File: config.mk
export PLATFORM = sky130hd
export DESIGN_NAME = wr_burst_disconnect
export DESIGN_NICKNAME = d
export VERILOG_FILES = /design/src/rtl/wr_disc_pkg.sv /design/src/rtl/wr_line_decode.sv /design/src/rtl/wr_boundary_detect.sv /design/src/rtl/wr_burst_disconnect.sv
export SDC_FILE = /design/constraint.sdc
export NUM_CORES = 1
export LEC_CHECK = 0
export BUFFER_PORTS_ARGS = -buffer_cell sky130_fd_sc_hd__buf_4
export CAP_MARGIN = 20
export CORE_MARGIN = 2
export CORE_UTILIZATION = 33
export CTS_CLUSTER_DIAMETER = 120
export DETAILED_ROUTE_END_ITERATION = 10
export PLACE_DENSITY_LB_ADDON = 0.1
export SLEW_MARGIN = 30
export SYNTH_ARGS = -nofsm -noshare
export SYNTH_HDL_FRONTEND = slang
export SYNTH_SLANG_ARGS = --single-unit
export TNS_END_PERCENT = 1
File: constraint.sdc
create_clock -name clk -period 2.4 [get_ports clk]
set_clock_uncertainty 0.15 [all_clocks]
set_input_delay 0.24 -clock clk [delete_from_list [all_inputs] [get_ports clk]]
set_output_delay 0.24 -clock clk [all_outputs]
set_load 0.01 [all_outputs]
File: src/rtl/wr_disc_pkg.sv
package wr_disc_pkg;
  typedef enum logic [1:0] {
    WK_DELAYED = 2'b00,
    WK_POSTED  = 2'b01,
    WK_MWI     = 2'b10,
    WK_RSVD    = 2'b11
  } wr_kind_e;
endpackage

File: src/rtl/wr_line_decode.sv
module wr_line_decode #(
  parameter int CLS_W        = 8,
  parameter int LINE_LOG_MAX = 4
) (
  input  logic [CLS_W-1:0]        line_size,
  output logic                    line_ok,
  output logic [LINE_LOG_MAX-1:0] line_mask
);
  localparam int NSIZES = LINE_LOG_MAX + 1;

  logic [NSIZES-1:0] size_hit;

  genvar k;
  generate
    for (k = 0; k < NSIZES; k++) begin : g_size
      assign size_hit[k] = (line_size == CLS_W'(1 << k));
    end
  endgenerate

  always_comb begin
    line_mask = '0;
    for (int j = 0; j < NSIZES; j++) begin
      if (size_hit[j]) line_mask = line_mask | LINE_LOG_MAX'((1 << j) - 1);
    end
  end

  assign line_ok = |size_hit;
endmodule

File: src/rtl/wr_boundary_detect.sv
module wr_boundary_detect #(
  parameter int AW           = 30,
  parameter int PAGE_BITS    = 10,
  parameter int LINE_LOG_MAX = 4
) (
  input  logic [AW-1:0]           dw_addr,
  input  logic [LINE_LOG_MAX-1:0] line_mask,
  output logic                    at_page,
  output logic                    at_line
);
  logic [AW-1:0] next_addr;

  assign next_addr = dw_addr + AW'(1);
  assign at_page   = (next_addr[PAGE_BITS-1:0] == '0);
  assign at_line   = ((next_addr[LINE_LOG_MAX-1:0] & line_mask) == '0);
endmodule

File: src/rtl/wr_burst_disconnect.sv
module wr_burst_disconnect
  import wr_disc_pkg::*;
#(
  parameter int AW           = 30,
  parameter int CLS_W        = 8,
  parameter int FREE_W       = 8,
  parameter int PAGE_BITS    = 10,
  parameter int LINE_LOG_MAX = 4
) (
  input  logic              clk,
  input  logic              rst,
  input  logic              phase_vld,
  input  logic [1:0]        wr_kind,
  input  logic [AW-1:0]     dw_addr,
  input  logic [CLS_W-1:0]  line_size,
  input  logic              line_disc_en,
  input  logic [FREE_W-1:0] fifo_free,
  output logic              last_phase,
  output logic              post_full
);
  localparam int CMPW = (FREE_W > CLS_W) ? FREE_W : CLS_W;

  logic                    line_ok;
  logic [LINE_LOG_MAX-1:0] line_mask;
  logic                    at_page;
  logic                    at_line;
  logic                    fills_buf;
  logic                    short_room;
  logic                    stop_now;
  wr_kind_e                kind;

  assign kind = wr_kind_e'(wr_kind);

  wr_line_decode #(.CLS_W(CLS_W), .LINE_LOG_MAX(LINE_LOG_MAX)) u_line (
    .line_size (line_size),
    .line_ok   (line_ok),
    .line_mask (line_mask)
  );

  wr_boundary_detect #(.AW(AW), .PAGE_BITS(PAGE_BITS), .LINE_LOG_MAX(LINE_LOG_MAX)) u_bnd (
    .dw_addr   (dw_addr),
    .line_mask (line_mask),
    .at_page   (at_page),
    .at_line   (at_line)
  );

  assign fills_buf  = (fifo_free <= FREE_W'(1));
  assign short_room = (CMPW'(fifo_free) <= CMPW'(line_size));

  always_comb begin
    unique case (kind)
      WK_POSTED: stop_now = fills_buf || at_page ||
                            (line_disc_en && line_ok && at_line);
      WK_MWI:    stop_now = fills_buf || at_page ||
                            (line_ok && at_line && short_room);
      default:   stop_now = 1'b1;
    endcase
  end

  always_ff @(posedge clk) begin
    if (rst) begin
      last_phase <= 1'b0;
      post_full  <= 1'b0;
    end else begin
      last_phase <= phase_vld && stop_now;
      post_full  <= (fifo_free == '0);
    end
  end

  assert_delayed_one_R1: assert property (@(posedge clk) disable iff (rst)
    (phase_vld && (wr_kind == 2'b00 || wr_kind == 2'b11)) |=> last_phase);

  assert_page_stop_R2: assert property (@(posedge clk) disable iff (rst)
    (phase_vld && wr_kind == 2'b01 && (dw_addr[PAGE_BITS-1:0] == '1)) |=> last_phase);

  assert_fill_stop_R7: assert property (@(posedge clk) disable iff (rst)
    (phase_vld && wr_kind[1] != wr_kind[0] && fifo_free <= FREE_W'(1)) |=> last_phase);

  assert_idle_quiet_R8: assert property (@(posedge clk) disable iff (rst)
    !phase_vld |=> !last_phase);

  assert_full_flag_R9: assert property (@(posedge clk) disable iff (rst)
    1'b1 |=> (post_full == ($past(fifo_free) == '0)));
endmodule

# Word-level counts from Yosys, hierarchy flattened

Index checks and enable logic that the tools add are counted.

Bits in registers: 2
Latch bits: 0
Bits in writable memories: 0
Memory bits (read-only): 0
Input bits: 52
Memories: 0

$add $sub $neg: 1
Multiply operators: 0
Div/mod/pow operators: 0
Magnitude comparators: 2
Equality and inequality tests: 7
Shift-type cells: 0
Multiplexer cells: 5
Bitwise gates (word level): 1
Reduce and logical (&&, ||, !) cells: 12

Operators with widths:

| kind                                                                   | count |
|---|---|
| 10-bit by 1-bit adder with 10-bit output (second input constant)       | 1 |
| 10-bit logical NOT                                                     | 1 |
| 8-bit by 1-bit == test with 1-bit output (second input constant)       | 1 |
| 8-bit by 2-bit == test with 1-bit output (second input constant)       | 1 |
| 8-bit by 3-bit == test with 1-bit output (second input constant)       | 1 |
| 8-bit by 4-bit == test with 1-bit output (second input constant)       | 1 |
| 8-bit by 5-bit == test with 1-bit output (second input constant)       | 1 |
| 8-bit by 1-bit <= comparator with 1-bit output (second input constant) | 1 |
| 8-bit <= comparator                                                    | 1 |
| 8-bit logical NOT                                                      | 1 |
| 1-bit logical AND                                                      | 5 |
| 5-bit OR reduction                                                     | 1 |
| 4-bit bitwise AND                                                      | 1 |
| 4-bit logical NOT                                                      | 1 |
| 4-bit two-way mux                                                      | 1 |
| 1-bit logical OR                                                       | 3 |
| 3-bit two-way mux                                                      | 1 |
| 2-bit by 1-bit == test with 1-bit output (second input constant)       | 1 |
| 2-bit == test (second input constant)                                  | 1 |
| 2-bit two-way mux                                                      | 1 |
| 1-bit one-hot mux with 2 select lines                                  | 1 |
| 1-bit two-way mux                                                      | 1 |

# Logic depth before layout (Yosys ltp)

Gate-level depths: netlist of the first run.

Word-level depth: 12
Depth in mapped cells: 7
Depth with buffers taken out: 7

# Modules after synthesis

A second synthesis of the first run with hierarchy kept.

Cell total of the unflattened synthesis: 81
Area total of the unflattened synthesis: 600.6 um2

By module, submodules not included:

| module              | times used | cells an instance | area each (um2) | sequential area each (um2) |
|---|---|---|---|---|
| wr_burst_disconnect | 1          | 41                | 310.3           | 40.0 |
| wr_line_decode      | 1          | 23                | 170.2           | 0.0 |
| wr_boundary_detect  | 1          | 17                | 120.1           | 0.0 |

# Least setup slack after synthesis of the first run

OpenSTA, ideal clock, no wires.

Kind: input port to flip-flop
Start point: in line_size[5]
End point: reg last_phase
Setup time: 0.091 ns
Arrival time: 1.744 ns
Setup slack: 0.415 ns
Cell stages on the path: 5
Buffers on the path: 0
Path through: or3_1 -> a2111oi_2 -> o2111ai_1 -> or4_1 -> a311oi_1

Word-level cells in the longest chain between the ends: 12

RTL lines:

| item                                     | RTL line                  | source |
|---|---|---|
| from (decl)                              | wr_burst_disconnect.sv:15 | `input logic [CLS_W-1:0] line_size,` |
| 8-bit by 2-bit == test with 1-bit output | wr_line_decode.sv:16      | `assign size_hit[k] = (line_size == CLS_W'(1 << k));` |
| 1-bit two-way mux                        | wr_line_decode.sv:23      | `if (size_hit[j]) line_mask = line_mask \| LINE_LOG_MAX'((1 << j) - 1);` |
| 2-bit two-way mux                        | wr_line_decode.sv:23      |  |
| 3-bit two-way mux                        | wr_line_decode.sv:23      |  |
| 4-bit two-way mux                        | wr_line_decode.sv:23      |  |
| 4-bit bitwise AND                        | wr_boundary_detect.sv:15  | `assign at_line = ((next_addr[LINE_LOG_MAX-1:0] & line_mask) == '0);` |
| 4-bit logical NOT                        | wr_boundary_detect.sv:15  |  |
| 1-bit logical AND (2 in a row)           | wr_burst_disconnect.sv:55 | `(line_ok && at_line && short_room);` |
| 1-bit logical OR                         | wr_burst_disconnect.sv:54 | `WK_MWI: stop_now = fills_buf \|\| at_page \|\|` |
| 1-bit one-hot mux with 2 select lines *  | wr_burst_disconnect.sv:51 | `unique case (kind)` |
| 1-bit logical AND *                      | wr_burst_disconnect.sv:65 | `last_phase <= phase_vld && stop_now;` |
| to (signal assigned)                     | wr_burst_disconnect.sv:65 |  |
| to (decl)                                | wr_burst_disconnect.sv:18 | `output logic last_phase,` |

Every way passes the cells marked *; elsewhere a longest branch is shown, timed or not.
A chain may end at the register's enable or synchronous reset.

# Worst setup path after layout of the first run

Same ends and word-level chain as after synthesis.

==> impl_results.html, run 1 <==
<table>
<tr><th>Metric</th><th>Value</th></tr>
<tr><th colspan="2">Pwr</th></tr>
<tr><td>Power density over the cells</td><td>275 mW/mm²</td></tr>
<tr><td>Maximum ir drop on the vdd rail</td><td>0.102 mV</td></tr>
<tr><td>Static power due to leakage</td><td>0.000392 µW</td></tr>
<tr><td>Final Power</td><td>212 µW</td></tr>
<tr><th colspan="2">Floorplan</th></tr>
<tr><td>Horizontal die dimension</td><td>42.3 µm</td></tr>
<tr><td>Y dimension of the die</td><td>42.3 µm</td></tr>
<tr><td>Core footprint</td><td>0.00133 mm²</td></tr>
<tr><td>Full die area</td><td>0.00179 mm²</td></tr>
<tr><td>Number of core rows</td><td>13</td></tr>
<tr><td>Initial Utilization</td><td>36.2%</td></tr>
<tr><td>Num ports</td><td>54</td></tr>
<tr><th colspan="2">STA</th></tr>
<tr><td>Setup tns final</td><td>0 ns</td></tr>
<tr><td>Period Utilization, post-route</td><td>81.4%</td></tr>
<tr><td>Max Clock Freq</td><td>0.512 GHz</td></tr>
<tr><td>Normalized max-slew margin</td><td>80.0%</td></tr>
<tr><td>Transition at the pin with the smallest max-transition slack</td><td>0.292 ns</td></tr>
<tr><td>Pins over their slew limit</td><td>0</td></tr>
<tr><td>Final setup violation count</td><td>0</td></tr>
<tr><td>RSZ-0062 raised after global routing</td><td>no</td></tr>
<tr><td>Final hold violation count</td><td>0</td></tr>
<tr><td>Shortest clock period the worst path allows after layout</td><td>1.95 ns</td></tr>
<tr><th colspan="2">Clock network</th></tr>
<tr><td>Clock tree from TritonCTS</td><td>done</td></tr>
<tr><td>Post-CTS Resized</td><td>0</td></tr>
<tr><td>Total setup buffers inserted after CTS</td><td>0</td></tr>
<tr><td>TritonCTS Sinks</td><td>2</td></tr>
<tr><td>H-tree depth</td><td>1</td></tr>
<tr><td>Longest Clk Path Bufs</td><td>2</td></tr>
<tr><td>Hold buffers post-CTS</td><td>0</td></tr>
<tr><td>Clock root cell</td><td>sky130_fd_sc_hd__clkbuf_4</td></tr>
<tr><td>Number of buffers created by CTS</td><td>3</td></tr>
<tr><td>Clk pin slew, worst setup/hold paths</td><td>0.03 ns</td></tr>
<tr><th colspan="2">Synthesis</th></tr>
<tr><td>Part of the Yosys area used for sequential elements</td><td>8.29%</td></tr>
<tr><td>Synthesis Warnings</td><td>0</td></tr>
<tr><td>Async set-reset flop share out of synthesis</td><td>0%</td></tr>
<tr><td>Commonest register cell after synthesis</td><td>sky130_fd_sc_hd__dfxtp_1</td></tr>
<tr><td>Mean instance size in the synthesized netlist</td><td>7.43 µm²</td></tr>
<tr><td>Cell types with the largest area share after synthesis</td><td>sky130_fd_sc_hd__ha_1, sky130_fd_sc_hd__inv_1, sky130_fd_sc_hd__dfxtp_1, sky130_fd_sc_hd__or4_1, sky130_fd_sc_hd__nand3_1</td></tr>
<tr><td>Netlist Area Pre-Place</td><td>483 µm²</td></tr>
<tr><td>EDFF count, synth</td><td>0</td></tr>
<tr><td>Synth unique cells</td><td>28</td></tr>
<tr><td>Cell with the most instances after synthesis</td><td>sky130_fd_sc_hd__inv_1</td></tr>
<tr><td>Dominant cell type by area after synthesis</td><td>sky130_fd_sc_hd__ha_1</td></tr>
<tr><td>Post-synthesis net count</td><td>127</td></tr>
<tr><td>Synthesis-stage register bit count</td><td>2</td></tr>
<tr><td>Cells after synthesis</td><td>65</td></tr>
<tr><td>Share of the synthesized area in the top cell type</td><td>25.9%</td></tr>
<tr><td>Synth cell count leaders</td><td>sky130_fd_sc_hd__inv_1, sky130_fd_sc_hd__ha_1, sky130_fd_sc_hd__nor2_1</td></tr>
<tr><th colspan="2">Critical path</th></tr>
<tr><td>Type of element capturing the critical path</td><td>flip-flop</td></tr>
<tr><td>Type of the setup path with the least slack</td><td>in -&gt; reg</td></tr>
<tr><td>Crit path arrival time</td><td>1.94 ns</td></tr>
<tr><td>Critical-path maximum fanout</td><td>2</td></tr>
<tr><td>Worst EP required</td><td>2.39 ns</td></tr>
<tr><td>Kind of launch point of the worst setup path</td><td>input pin</td></tr>
<tr><th colspan="2">Status</th></tr>
<tr><td>Run status</td><td>finished, final reports clean</td></tr>
<tr><th colspan="2">Placement</th></tr>
<tr><td>Half-perimeter wire length after detailed placement</td><td>1190 µm</td></tr>
<tr><td>Gpl congestion</td><td>0.747</td></tr>
<tr><td>Buffers added on ports</td><td>33</td></tr>
<tr><th colspan="2">Final layout</th></tr>
<tr><td>Number of diodes added for antenna fixing</td><td>0</td></tr>
<tr><td>Number of fill cells in the layout</td><td>139</td></tr>
<tr><td>Area growth from synthesis to final layout</td><td>59.8%</td></tr>
<tr><td>Final #Nets</td><td>165</td></tr>
<tr><td>Ratio of cells with drive above 1 in the final layout</td><td>37.6%</td></tr>
<tr><th colspan="2">Drt</th></tr>
<tr><td>Post-route DRC</td><td>0</td></tr>
<tr><td>Vias per inst</td><td>5.21</td></tr>
<tr><td>Number of antenna-violating nets in the routed design</td><td>0</td></tr>
<tr><td>Average wire per cell in the routed design</td><td>11.5 µm</td></tr>
<tr><td>Starting DRC count in detailed routing</td><td>7</td></tr>
<tr><td>Detailed-routing iteration count for the pre-antenna-repair pass</td><td>3</td></tr>
<tr><td>Number of vias in the routed layout</td><td>604</td></tr>
<tr><td>Final WL</td><td>1330 µm</td></tr>
<tr><th colspan="2">GRT</th></tr>
<tr><td>Antenna violations before repair</td><td>0</td></tr>
<tr><td>Wire length of the first global-routing pass</td><td>2300 µm</td></tr>
<tr><td>Global routing usage summed across all routing layers</td><td>17.3%</td></tr>
<tr><td>Total congestion overflow after global routing</td><td>0</td></tr>
<tr><td>Largest net degree at the start of global routing</td><td>6</td></tr>
<tr><td>Number of global-route vias before repair</td><td>594</td></tr>
<tr><th colspan="2">Min path</th></tr>
<tr><td>Hold path cells</td><td>2</td></tr>
<tr><td>Worst min-delay path class</td><td>in -&gt; reg</td></tr>
<tr><td>Worst Hold End</td><td>post_full</td></tr>
<tr><td>Min-Delay Startpoint</td><td>rst</td></tr>
<tr><th colspan="2">Run</th></tr>
<tr><td>Maxcap violations</td><td>0</td></tr>
</table>
-- critical path, stage by stage --
cell,delay (ns)
sky130_fd_sc_hd__buf_4,0.11
sky130_fd_sc_hd__or3_1,0.37
sky130_fd_sc_hd__a2111oi_2,0.28
sky130_fd_sc_hd__o2111ai_1,0.15
sky130_fd_sc_hd__or4_1,0.53
sky130_fd_sc_hd__a311oi_1,0.25
-- power breakdown --
part | switching (µW) | leakage (µW) | internal [µW] | total, µW
Clock | 22.0 | 0.0000138 | 55.4 | 77.4
Sequential | 0.216 | 0.0000163 | 34.4 | 34.6
Combinational | 42.4 | 0.000362 | 57.5 | 100
-- state kept, by name (all words and copies together), names as in the netlist --
register,flops
post_full,1
last_phase,1
-- worst max path at each step --
| stage | startpoint | end | slack, ns | cells after the start |
|---|---|---|---|---|
| 2_1_floorplan | line_size[5] | last_phase | 0.41 | 5 |
| 3_3_place_gp | line_size[5] | last_phase | 0.20 | 6 |
| 3_5_place_dp | line_size[5] | last_phase | 0.19 | 6 |
| 4_1_cts | line_size[5] | last_phase | 0.43 | 6 |
| 5_1_grt | wr_kind[0] | last_phase | 0.29 | 8 |
| 6_report | line_size[5] | last_phase | 0.45 | 6 |
-- layout by cell type (no fill, tap or decap), types with 2 or more instances in the layout --
| cell | count |
|---|---|
| sky130_fd_sc_hd__a21oi_1 | 2 |
| sky130_fd_sc_hd__buf_4 | 33 |
| sky130_fd_sc_hd__clkbuf_4 | 3 |
| sky130_fd_sc_hd__dfxtp_1 | 2 |
| sky130_fd_sc_hd__ha_1 | 10 |
| sky130_fd_sc_hd__inv_1 | 11 |
| sky130_fd_sc_hd__nand2_1 | 3 |
| sky130_fd_sc_hd__nand3_1 | 4 |
| sky130_fd_sc_hd__nand4_1 | 2 |
| sky130_fd_sc_hd__nor2_1 | 5 |
| sky130_fd_sc_hd__nor3_1 | 3 |
| sky130_fd_sc_hd__o2111ai_1 | 2 |
| sky130_fd_sc_hd__or4_1 | 3 |
| sky130_fd_sc_hd__xor2_1 | 2 |
-- through the flow --
stage               hold WS (ns)  utilization [%]  instance area, µm²  setup slack, ns  cells
floorplan                  0.165                -                 483            0.415     65
CTS                       0.0248             57.9                 772            0.429    116
global route              0.0296             57.9                 772            0.289    116
global placement           0.267             56.2                 749            0.203    113
detailed placement         0.269             56.2                 749            0.190    113
finish                    0.0320             57.9                 772            0.447    116
-- final cells by class --
class / count / area [µm²] / area share [%]
tap: 15 / 18.8 / 2.43
multi-input combinational: 52 / 402 / 52.0
inverter: 11 / 41.3 / 5.35
clock buffer: 3 / 22.5 / 2.92
sequential: 2 / 40.0 / 5.19
timing repair buffer: 33 / 248 / 32.1
-- cells by family (layout without fill, tap and decap cells) --
family                   after synthesis  count (layout)  synth area share [%]
AO/OA/AOI/OAI                         15              15                  24.6
XOR/XNOR                               2               2                  3.63
buffers and inverters                 11              47                  8.55
flip-flops                             2               2                  8.29
adder cells (fa/ha/maj)               10              10                  25.9
AND/OR/NAND/NOR                       25              25                  29.0
-- per-layer routing --
metal	track usage, %	vias up	wire [µm]
li1	-	319	-
met1	16.8	260	557
met2	30.8	21	668
met3	5.60	4	81
met4	11.3	0	23
met5	0	-	0
Note: power is estimated with default switching activity, not from simulation.
==> run 2: changes to the inputs <==
clock period = 1.85 ns   (was 2.4 ns; I/O delays follow)
==> impl_results.html, run 2 (synthesis gave the netlist of run 1 again) <==
<table>
<tr><th>Metric</th><th>Value</th></tr>
<tr><th colspan="2">Status</th></tr>
<tr><td>Run status</td><td>finished, final reports clean</td></tr>
<tr><th colspan="2">Drt</th></tr>
<tr><td>Detailed-routing iteration count for the pre-antenna-repair pass</td><td>4 (+1)</td></tr>
<tr><td>Final WL</td><td>1490 µm (+12%)</td></tr>
<tr><td>Routed length on met1</td><td>593 µm (+6.5%)</td></tr>
<tr><td>Detail Route met2 WL</td><td>800 µm (+20%)</td></tr>
<tr><td>Met3 Wirelength</td><td>89 µm (+9.9%)</td></tr>
<tr><td>Number of antenna-violating nets in the routed design</td><td>0 (unchanged)</td></tr>
<tr><td>Average wire per cell in the routed design</td><td>11.8 µm (+3.2%)</td></tr>
<tr><td>Vias per inst</td><td>5.09 (-2.3%)</td></tr>
<tr><td>Post-route DRC</td><td>0 (unchanged)</td></tr>
<tr><td>Starting DRC count in detailed routing</td><td>14 (+7)</td></tr>
<tr><td>Number of vias in the routed layout</td><td>641 (+6.1%)</td></tr>
<tr><td>Highest signal layer in the routed design</td><td>met4</td></tr>
<tr><th colspan="2">Min path</th></tr>
<tr><td>Worst Hold End</td><td>last_phase</td></tr>
<tr><td>Min-Delay Startpoint</td><td>phase_vld</td></tr>
<tr><td>Worst min-delay path class</td><td>in -&gt; reg</td></tr>
<tr><td>Hold path cells</td><td>3 (+1)</td></tr>
<tr><th colspan="2">Critical path</th></tr>
<tr><td>Crit path arrival time</td><td>1.79 ns (-0.15 ns)</td></tr>
<tr><td>Kind of launch point of the worst setup path</td><td>input pin</td></tr>
<tr><td>Critical Path Slowest Stage Cell</td><td>sky130_fd_sc_hd__or4_4</td></tr>
<tr><td>Crit-path cells</td><td>buf_4 -&gt; or3_4 -&gt; a2111oi_2 -&gt; o2111ai_1 -&gt; or4_4 -&gt; a311oi_2</td></tr>
<tr><td>Critical-path maximum fanout</td><td>2 (unchanged)</td></tr>
<tr><td>Worst EP required</td><td>1.83 ns (-0.56 ns)</td></tr>
<tr><td>Type of element capturing the critical path</td><td>flip-flop</td></tr>
<tr><td>Critical Path Max Stage Delay</td><td>0.53 ns (about the same)</td></tr>
<tr><td>Type of the setup path with the least slack</td><td>in -&gt; reg</td></tr>
<tr><th colspan="2">Clock network</th></tr>
<tr><td>Number of buffers created by CTS</td><td>3 (unchanged)</td></tr>
<tr><td>H-tree depth</td><td>1 (unchanged)</td></tr>
<tr><td>Clock tree from TritonCTS</td><td>done</td></tr>
<tr><td>Longest Clk Path Bufs</td><td>2 (unchanged)</td></tr>
<tr><td>Clk pin slew, worst setup/hold paths</td><td>0.03 ns (about the same)</td></tr>
<tr><td>Clock root cell</td><td>sky130_fd_sc_hd__clkbuf_4</td></tr>
<tr><td>TritonCTS Sinks</td><td>2 (unchanged)</td></tr>
<tr><th colspan="2">STA</th></tr>
<tr><td>Period Utilization, post-route</td><td>97.7%</td></tr>
<tr><td>Shortest clock period the worst path allows after layout</td><td>1.81 ns</td></tr>
<tr><td>Hold WS</td><td>0.0595 ns (+0.0274 ns)</td></tr>
<tr><td>Transition at the pin with the smallest max-transition slack</td><td>0.387 ns (+0.0945 ns)</td></tr>
<tr><td>Max Clock Freq</td><td>0.553 GHz</td></tr>
<tr><td>Slack of the critical path</td><td>0.0421 ns (-0.405 ns)</td></tr>
<tr><td>RSZ-0062 raised after global routing</td><td>yes</td></tr>
<tr><td>Final setup violation count</td><td>0 (unchanged)</td></tr>
<tr><td>Pins over their slew limit</td><td>0 (unchanged)</td></tr>
<tr><td>Normalized max-slew margin</td><td>73.5% (-6.5 points)</td></tr>
<tr><td>Final hold violation count</td><td>0 (unchanged)</td></tr>
<tr><th colspan="2">GRT</th></tr>
<tr><td>Wire length of the first global-routing pass</td><td>2460 µm (+6.9%)</td></tr>
<tr><td>Number of global-route vias before repair</td><td>632 (+6.4%)</td></tr>
<tr><td>Total congestion overflow after global routing</td><td>0 (unchanged)</td></tr>
<tr><td>Global routing usage summed across all routing layers</td><td>17.8% (+0.54 points)</td></tr>
<tr><td>Antenna violations before repair</td><td>0 (unchanged)</td></tr>
<tr><td>Largest net degree at the start of global routing</td><td>5 (-1)</td></tr>
<tr><th colspan="2">Run</th></tr>
<tr><td>Maxcap violations</td><td>0 (unchanged)</td></tr>
<tr><th colspan="2">Final layout</th></tr>
<tr><td>Final #Nets</td><td>175 (+6.1%)</td></tr>
<tr><td>Finished Core Util</td><td>66.4% (+8.5 points)</td></tr>
<tr><td>Registers with the most flip-flops</td><td>last_phase x1, post_full x1</td></tr>
<tr><td>Number of diodes added for antenna fixing</td><td>0 (unchanged)</td></tr>
<tr><td>Area growth from synthesis to final layout</td><td>83.4%</td></tr>
<tr><td>Ratio of cells with drive above 1 in the final layout</td><td>46.8% (+9.2 points)</td></tr>
<tr><td>Most used cells in the layout excluding fill and tap cells</td><td>sky130_fd_sc_hd__buf_4, sky130_fd_sc_hd__inv_1, sky130_fd_sc_hd__ha_1</td></tr>
<tr><td>Most common library cell in the layout ignoring fill and taps</td><td>sky130_fd_sc_hd__buf_4</td></tr>
<tr><th colspan="2">Placement</th></tr>
<tr><td>Buffers added on ports</td><td>33 (unchanged)</td></tr>
<tr><td>Pre-CTS WS</td><td>-0.275 ns (-0.465 ns)</td></tr>
<tr><td>Half-perimeter wire length after detailed placement</td><td>1300 µm (+9.8%)</td></tr>
<tr><td>Gpl congestion</td><td>0.782 (+4.6%)</td></tr>
<tr><th colspan="2">Floorplan</th></tr>
<tr><td>Horizontal die dimension</td><td>42.3 µm (unchanged)</td></tr>
<tr><td>Num ports</td><td>54 (unchanged)</td></tr>
<tr><td>Y dimension of the die</td><td>42.3 µm (unchanged)</td></tr>
<tr><td>Number of core rows</td><td>13 (unchanged)</td></tr>
<tr><td>Full die area</td><td>0.00179 mm² (unchanged)</td></tr>
<tr><td>Initial Utilization</td><td>36.2% (unchanged)</td></tr>
<tr><td>Core footprint</td><td>0.00133 mm² (unchanged)</td></tr>
<tr><th colspan="2">Pwr</th></tr>
<tr><td>Share of power burned in the clock network</td><td>32.1% (-4.4 points)</td></tr>
<tr><td>Switching part of the total power</td><td>29.6% (-0.85 points)</td></tr>
<tr><td>Final Power</td><td>295 µW (+39%)</td></tr>
<tr><td>Sw power</td><td>87.5 µW (+35%)</td></tr>
<tr><td>Static power due to leakage</td><td>0.000443 µW (+13%)</td></tr>
<tr><td>Logic pwr share</td><td>52.7% (+5.6 points)</td></tr>
<tr><td>Proportion of power drawn by flip-flops and latches</td><td>15.2% (-1.1 points)</td></tr>
<tr><td>Maximum ir drop on the vdd rail</td><td>0.115 mV (+13%)</td></tr>
<tr><td>Power density over the cells</td><td>333 mW/mm² (+21%)</td></tr>
<tr><td>P_int</td><td>208 µW (+41%)</td></tr>
</table>
## run 2: changes by cell type in the layout (fill, tap and decap cells not counted), sizes merged
cell,previous run,this run
buf,33,41
dlygate4sd3,0,2
## run 2: worst max-delay path, delay by kind of cell
family,cells,cell delay [ns]
buf+inv,1,0.11
simple gates,2,0.90
compound gates,3,0.59
## run 2: per-stage QoR
step	setup TNS (ns)	std cells	instance area, µm²
after floorplan	-0.00240	65	483
after global placement	-0.216	121	810
after CTS	0	126	871
after global routing	-0.0477	126	886
final	0	126	886
after detailed placement	-0.275	121	810
## run 2: final cells by class
| type | count | area, µm² |
|---|---|---|
| fill | 127 | 448 |
| tap | 15 | 18.8 |
| multi-input combinational | 52 | 435 |
| sequential | 2 | 40.0 |
| timing repair buffer | 43 | 328 |
| clock buffer | 3 | 22.5 |
| inverter | 11 | 41.3 |
## run 2: metal layers
layer	up-vias	GRT usage, %
li1	340	-
met1	278	19.9
met2	21	33.5
met3	2	1.72
met4	0	7.50
met5	-	0
## run 2: repair_timing
item | 4_1_cts | 5_1_grt
pin swaps | 1 | 0
gates resized for setup | 3 | 4
setup buffers | 0 | 0
hold endpoints to repair | 2 | 0
hold buffers | 2 | 0
endpoints found under the setup margin | 1 | 1
## run 2: power groups by stage
stage                     Combinational (µW)  Clock [µW]  Sequential [µW]
after floorplan                         53.3           0             46.2
after global placement                   141           0             45.6
after detailed placement                 145           0             45.5
after CTS                                153        98.4             45.0
after global routing                     173         100             45.1
final                                    156        94.8             45.0
## run 2: worst max-delay path by stage
stage,from,endpoint,slack (ns),cells after the start
floorplan,line_size[5],last_phase,-0.002,5
global placement,wr_kind[0],last_phase,-0.22,8
detailed placement,wr_kind[0],last_phase,-0.27,8
CTS,wr_kind[0],last_phase,0.0005,8
global route,wr_kind[0],last_phase,-0.05,8
finish,line_size[5],last_phase,0.04,6
==> run 3: changes to the inputs <==
CORE_UTILIZATION = 34   (was 33)
SYNTH_HIERARCHICAL = 1   (was default)
==> impl_results.html, run 3 <==
<table>
<tr><th>Metric</th><th>Value</th></tr>
<tr><th colspan="2">Synthesis</th></tr>
<tr><td>Synth cell count leaders</td><td>sky130_fd_sc_hd__ha_1, sky130_fd_sc_hd__inv_1, sky130_fd_sc_hd__a21oi_1</td></tr>
<tr><td>Mean instance size in the synthesized netlist</td><td>7.41 µm² (-0.21%)</td></tr>
<tr><td>Xor-xnor portion of the synthesized cell area</td><td>7.29% (+3.7 points)</td></tr>
<tr><td>Part of the Yosys area used for sequential elements</td><td>6.67% (-1.6 points)</td></tr>
<tr><td>Mux contribution to synthesized area</td><td>0% (unchanged)</td></tr>
<tr><td>Netlist Area Pre-Place</td><td>601 µm² (+24%)</td></tr>
<tr><td>Synth unique cells</td><td>33 (+18%)</td></tr>
<tr><td>Synthesis Warnings</td><td>6 (+6)</td></tr>
<tr><td>Fraction of the mapped netlist area in adder cells</td><td>20.8% (-5.1 points)</td></tr>
<tr><td>Post-synthesis net count</td><td>143 (+13%)</td></tr>
<tr><td>Compound-Gate Fraction of Synth Area</td><td>22.9% (-1.7 points)</td></tr>
<tr><td>EDFF count, synth</td><td>0 (unchanged)</td></tr>
<tr><td>Dominant combinational cell family by area after synthesis</td><td>simple AND/OR/NAND/NOR gates</td></tr>
<tr><td>Cell types with the largest area share after synthesis</td><td>sky130_fd_sc_hd__ha_1, sky130_fd_sc_hd__dfxtp_1, sky130_fd_sc_hd__inv_1, sky130_fd_sc_hd__nor4b_1, sky130_fd_sc_hd__xor2_1</td></tr>
<tr><td>Share of the synthesized area in the top cell type</td><td>20.8% (-5.1 points)</td></tr>
<tr><td>Synthesis-stage register bit count</td><td>2 (unchanged)</td></tr>
<tr><td>Commonest register cell after synthesis</td><td>sky130_fd_sc_hd__dfxtp_1</td></tr>
<tr><td>Async set-reset flop share out of synthesis</td><td>0% (unchanged)</td></tr>
<tr><td>Cells after synthesis</td><td>81 (+25%)</td></tr>
<tr><td>Basic-gate share of the synthesized area counting and, or, nand and nor cells</td><td>34.0% (+4.9 points)</td></tr>
<tr><td>Dominant cell type by area after synthesis</td><td>sky130_fd_sc_hd__ha_1</td></tr>
<tr><th colspan="2">Clock network</th></tr>
<tr><td>Longest Clk Path Bufs</td><td>2 (unchanged)</td></tr>
<tr><td>Number of buffers created by CTS</td><td>3 (unchanged)</td></tr>
<tr><td>Total setup buffers inserted after CTS</td><td>0 (unchanged)</td></tr>
<tr><td>Clock tree from TritonCTS</td><td>done</td></tr>
<tr><td>H-tree depth</td><td>1 (unchanged)</td></tr>
<tr><td>Clk pin slew, worst setup/hold paths</td><td>0.03 ns (about the same)</td></tr>
<tr><td>TritonCTS Sinks</td><td>2 (unchanged)</td></tr>
<tr><td>Clock root cell</td><td>sky130_fd_sc_hd__clkbuf_4</td></tr>
<tr><th colspan="2">GRT</th></tr>
<tr><td>Peak-usage layer in the global routing report</td><td>met2</td></tr>
<tr><td>Global-route met3 utilization</td><td>4.76% (+3.0 points)</td></tr>
<tr><td>Total congestion overflow after global routing</td><td>0 (unchanged)</td></tr>
<tr><td>Met2 track demand over resource in global routing</td><td>30.0% (-3.5 points)</td></tr>
<tr><td>Global routing usage summed across all routing layers</td><td>16.9% (-0.94 points)</td></tr>
<tr><td>Largest net degree at the start of global routing</td><td>11 (+6)</td></tr>
<tr><td>Met1 Use GR</td><td>18.5% (-1.4 points)</td></tr>
<tr><td>Number of global-route vias before repair</td><td>703 (+11%)</td></tr>
<tr><td>Antenna violations before repair</td><td>0 (unchanged)</td></tr>
<tr><td>Wire length of the first global-routing pass</td><td>2570 µm (+4.2%)</td></tr>
<tr><th colspan="2">Status</th></tr>
<tr><td>Run status</td><td>finished, final reports clean</td></tr>
<tr><th colspan="2">Placement</th></tr>
<tr><td>Total placed instance area</td><td>895 µm² (+11%)</td></tr>
<tr><td>Gpl congestion</td><td>0.730 (-6.6%)</td></tr>
<tr><td>Pre-CTS WS</td><td>-0.179 ns (+0.0958 ns)</td></tr>
<tr><td>Half-perimeter wire length after detailed placement</td><td>1350 µm (+3.1%)</td></tr>
<tr><td>Buffers added on ports</td><td>33 (unchanged)</td></tr>
<tr><th colspan="2">Min path</th></tr>
<tr><td>Worst min-delay path class</td><td>in -&gt; reg</td></tr>
<tr><th colspan="2">STA</th></tr>
<tr><td>Normalized max-slew margin</td><td>81.0% (+7.5 points)</td></tr>
<tr><td>RSZ-0062 raised after global routing</td><td>no</td></tr>
<tr><td>Final hold violation count</td><td>0 (unchanged)</td></tr>
<tr><td>Slack of the critical path</td><td>0.0772 ns (+0.0351 ns)</td></tr>
<tr><td>Transition at the pin with the smallest max-transition slack</td><td>0.281 ns (-0.106 ns)</td></tr>
<tr><td>Pins over their slew limit</td><td>0 (unchanged)</td></tr>
<tr><td>Setup tns final</td><td>0 ns (unchanged)</td></tr>
<tr><td>Period Utilization, post-route</td><td>95.8% (-1.9 points)</td></tr>
<tr><td>Max Clock Freq</td><td>0.564 GHz (+2.0%)</td></tr>
<tr><td>Final setup violation count</td><td>0 (unchanged)</td></tr>
<tr><td>Shortest clock period the worst path allows after layout</td><td>1.77 ns (-0.0351 ns)</td></tr>
<tr><th colspan="2">Floorplan</th></tr>
<tr><td>Y dimension of the die</td><td>46.0 µm (+8.9%)</td></tr>
<tr><td>Core footprint</td><td>0.00169 mm² (+27%)</td></tr>
<tr><td>Full die area</td><td>0.00212 mm² (+19%)</td></tr>
<tr><td>Num ports</td><td>54 (unchanged)</td></tr>
<tr><td>Number of core rows</td><td>15 (+2)</td></tr>
<tr><td>Initial Utilization</td><td>35.6% (-0.65 points)</td></tr>
<tr><td>Horizontal die dimension</td><td>46.0 µm (+8.9%)</td></tr>
<tr><th colspan="2">Pwr</th></tr>
<tr><td>Maximum ir drop on the vdd rail</td><td>0.306 mV (+170%)</td></tr>
<tr><td>Static power due to leakage</td><td>0.000446 µW (+0.63%)</td></tr>
<tr><td>Final Power</td><td>303 µW (+2.7%)</td></tr>
<tr><td>Power density over the cells</td><td>324 mW/mm² (-2.9%)</td></tr>
<tr><th colspan="2">Final layout</th></tr>
<tr><td>Registers with the most flip-flops</td><td>last_phase x1, post_full x1</td></tr>
<tr><td>Final #Nets</td><td>186 (+6.3%)</td></tr>
<tr><td>Final cell area excluding filler cells</td><td>937 µm² (+5.8%)</td></tr>
<tr><td>Most used cells in the layout excluding fill and tap cells</td><td>sky130_fd_sc_hd__buf_4, sky130_fd_sc_hd__inv_1, sky130_fd_sc_hd__ha_1</td></tr>
<tr><td>Most common library cell in the layout ignoring fill and taps</td><td>sky130_fd_sc_hd__buf_4</td></tr>
<tr><td>Finished Core Util</td><td>55.5% (-11 points)</td></tr>
<tr><td>Number of diodes added for antenna fixing</td><td>0 (unchanged)</td></tr>
<tr><td>Area growth from synthesis to final layout</td><td>56.0%</td></tr>
<tr><td>Ratio of cells with drive above 1 in the final layout</td><td>37.7% (-9.1 points)</td></tr>
<tr><th colspan="2">Drt</th></tr>
<tr><td>Number of vias in the routed layout</td><td>748 (+17%)</td></tr>
<tr><td>Starting DRC count in detailed routing</td><td>7 (-7)</td></tr>
<tr><td>Vias per inst</td><td>5.38 (+5.8%)</td></tr>
<tr><td>Final WL</td><td>1540 µm (+3.4%)</td></tr>
<tr><td>Post-route DRC</td><td>0 (unchanged)</td></tr>
<tr><td>Average wire per cell in the routed design</td><td>11.1 µm (-6.3%)</td></tr>
<tr><td>Number of antenna-violating nets in the routed design</td><td>0 (unchanged)</td></tr>
<tr><td>Detailed-routing iteration count for the pre-antenna-repair pass</td><td>4 (unchanged)</td></tr>
<tr><th colspan="2">Critical path</th></tr>
<tr><td>Crit path arrival time</td><td>1.72 ns (-0.07 ns)</td></tr>
<tr><td>Worst EP required</td><td>1.80 ns (-0.03 ns)</td></tr>
<tr><td>Critical-path maximum fanout</td><td>2 (unchanged)</td></tr>
<tr><td>Endpoint of the most critical setup path</td><td>last_phase</td></tr>
<tr><td>Type of element capturing the critical path</td><td>flip-flop</td></tr>
<tr><td>Type of the setup path with the least slack</td><td>in -&gt; reg</td></tr>
<tr><td>Timing startpoint of the critical path</td><td>line_size[7]</td></tr>
<tr><td>Kind of launch point of the worst setup path</td><td>input pin</td></tr>
<tr><th colspan="2">Run</th></tr>
<tr><td>Maxcap violations</td><td>0 (unchanged)</td></tr>
</table>
-- run 3: cell types whose count changed in the layout (fill, tap and decap cells not counted), sizes merged, moves of 2 or more --
cell	before	now
or4	3	1
nor4b	0	4
a21oi	2	5
a2111oi	2	0
nand2b	1	3
buf	41	38
xnor2	0	2
o21ai	1	4
-- run 3: layout make-up --
cell class                      instances  area [µm²]
Clock buffer                            3        22.5
Fill cell                             182         752
Inverter                               10        37.5
Multi-Input combinational cell         67         510
Sequential cell                         2        40.0
Tap cell                               17        21.3
Timing Repair Buffer                   40         305
-- run 3: how the worst min path moves through the flow --
stage                  from          to  depth (start not counted)
3_5_place_dp   fifo_free[0]   post_full                          2
4_1_cts                 rst  last_phase                          4
5_1_grt                 rst  last_phase                          4
2_1_floorplan           rst   post_full                          1
6_report                rst  last_phase                          4
3_3_place_gp            rst   post_full                          2
-- run 3: routing by layer --
metal / vias up / share of wire, %
met5: - / 0
met4: 0 / 2.1
met3: 5 / 6.9
met2: 27 / 52
met1: 330 / 39
li1: 386 / -
-- run 3: kinds of logic (layout without fill, tap and decap cells) --
family | Yosys count | in the layout
compound gates | 20 | 20
xor+xnor | 5 | 5
fa+ha+maj | 10 | 10
buf+inv | 12 | 53
flops | 2 | 2
simple gates | 32 | 32
-- run 3: power breakdown --
group | switching, µW | total [µW] | internal (µW)
registers | 0.264 | 45.1 | 44.8
clock network | 26.7 | 98.3 | 71.6
logic | 68.1 | 160 | 91.8
total | 95.1 | 303 | 208
-- run 3: repair_timing --
item / 4_1_cts / 5_1_grt
gates resized for setup: 0 / 0
endpoints found under the hold margin: 1 / 0
hold buffers: 2 / 0
-- run 3: through the flow --
step	std cells	hold WS [ns]
finish	139	0.211
global route	139	0.231
CTS	139	0.214
detailed placement	134	0.213
global placement	134	0.213
floorplan	81	0.112
-- run 3: worst max-delay path, cell delays in order --
cell	delay (ns)
sky130_fd_sc_hd__buf_4	0.11
sky130_fd_sc_hd__or3_4	0.38
sky130_fd_sc_hd__or4_4	0.43
sky130_fd_sc_hd__nor3b_2	0.18
sky130_fd_sc_hd__a221oi_1	0.10
sky130_fd_sc_hd__o2111ai_1	0.10
sky130_fd_sc_hd__nand2b_1	0.14
sky130_fd_sc_hd__o311ai_1	0.09
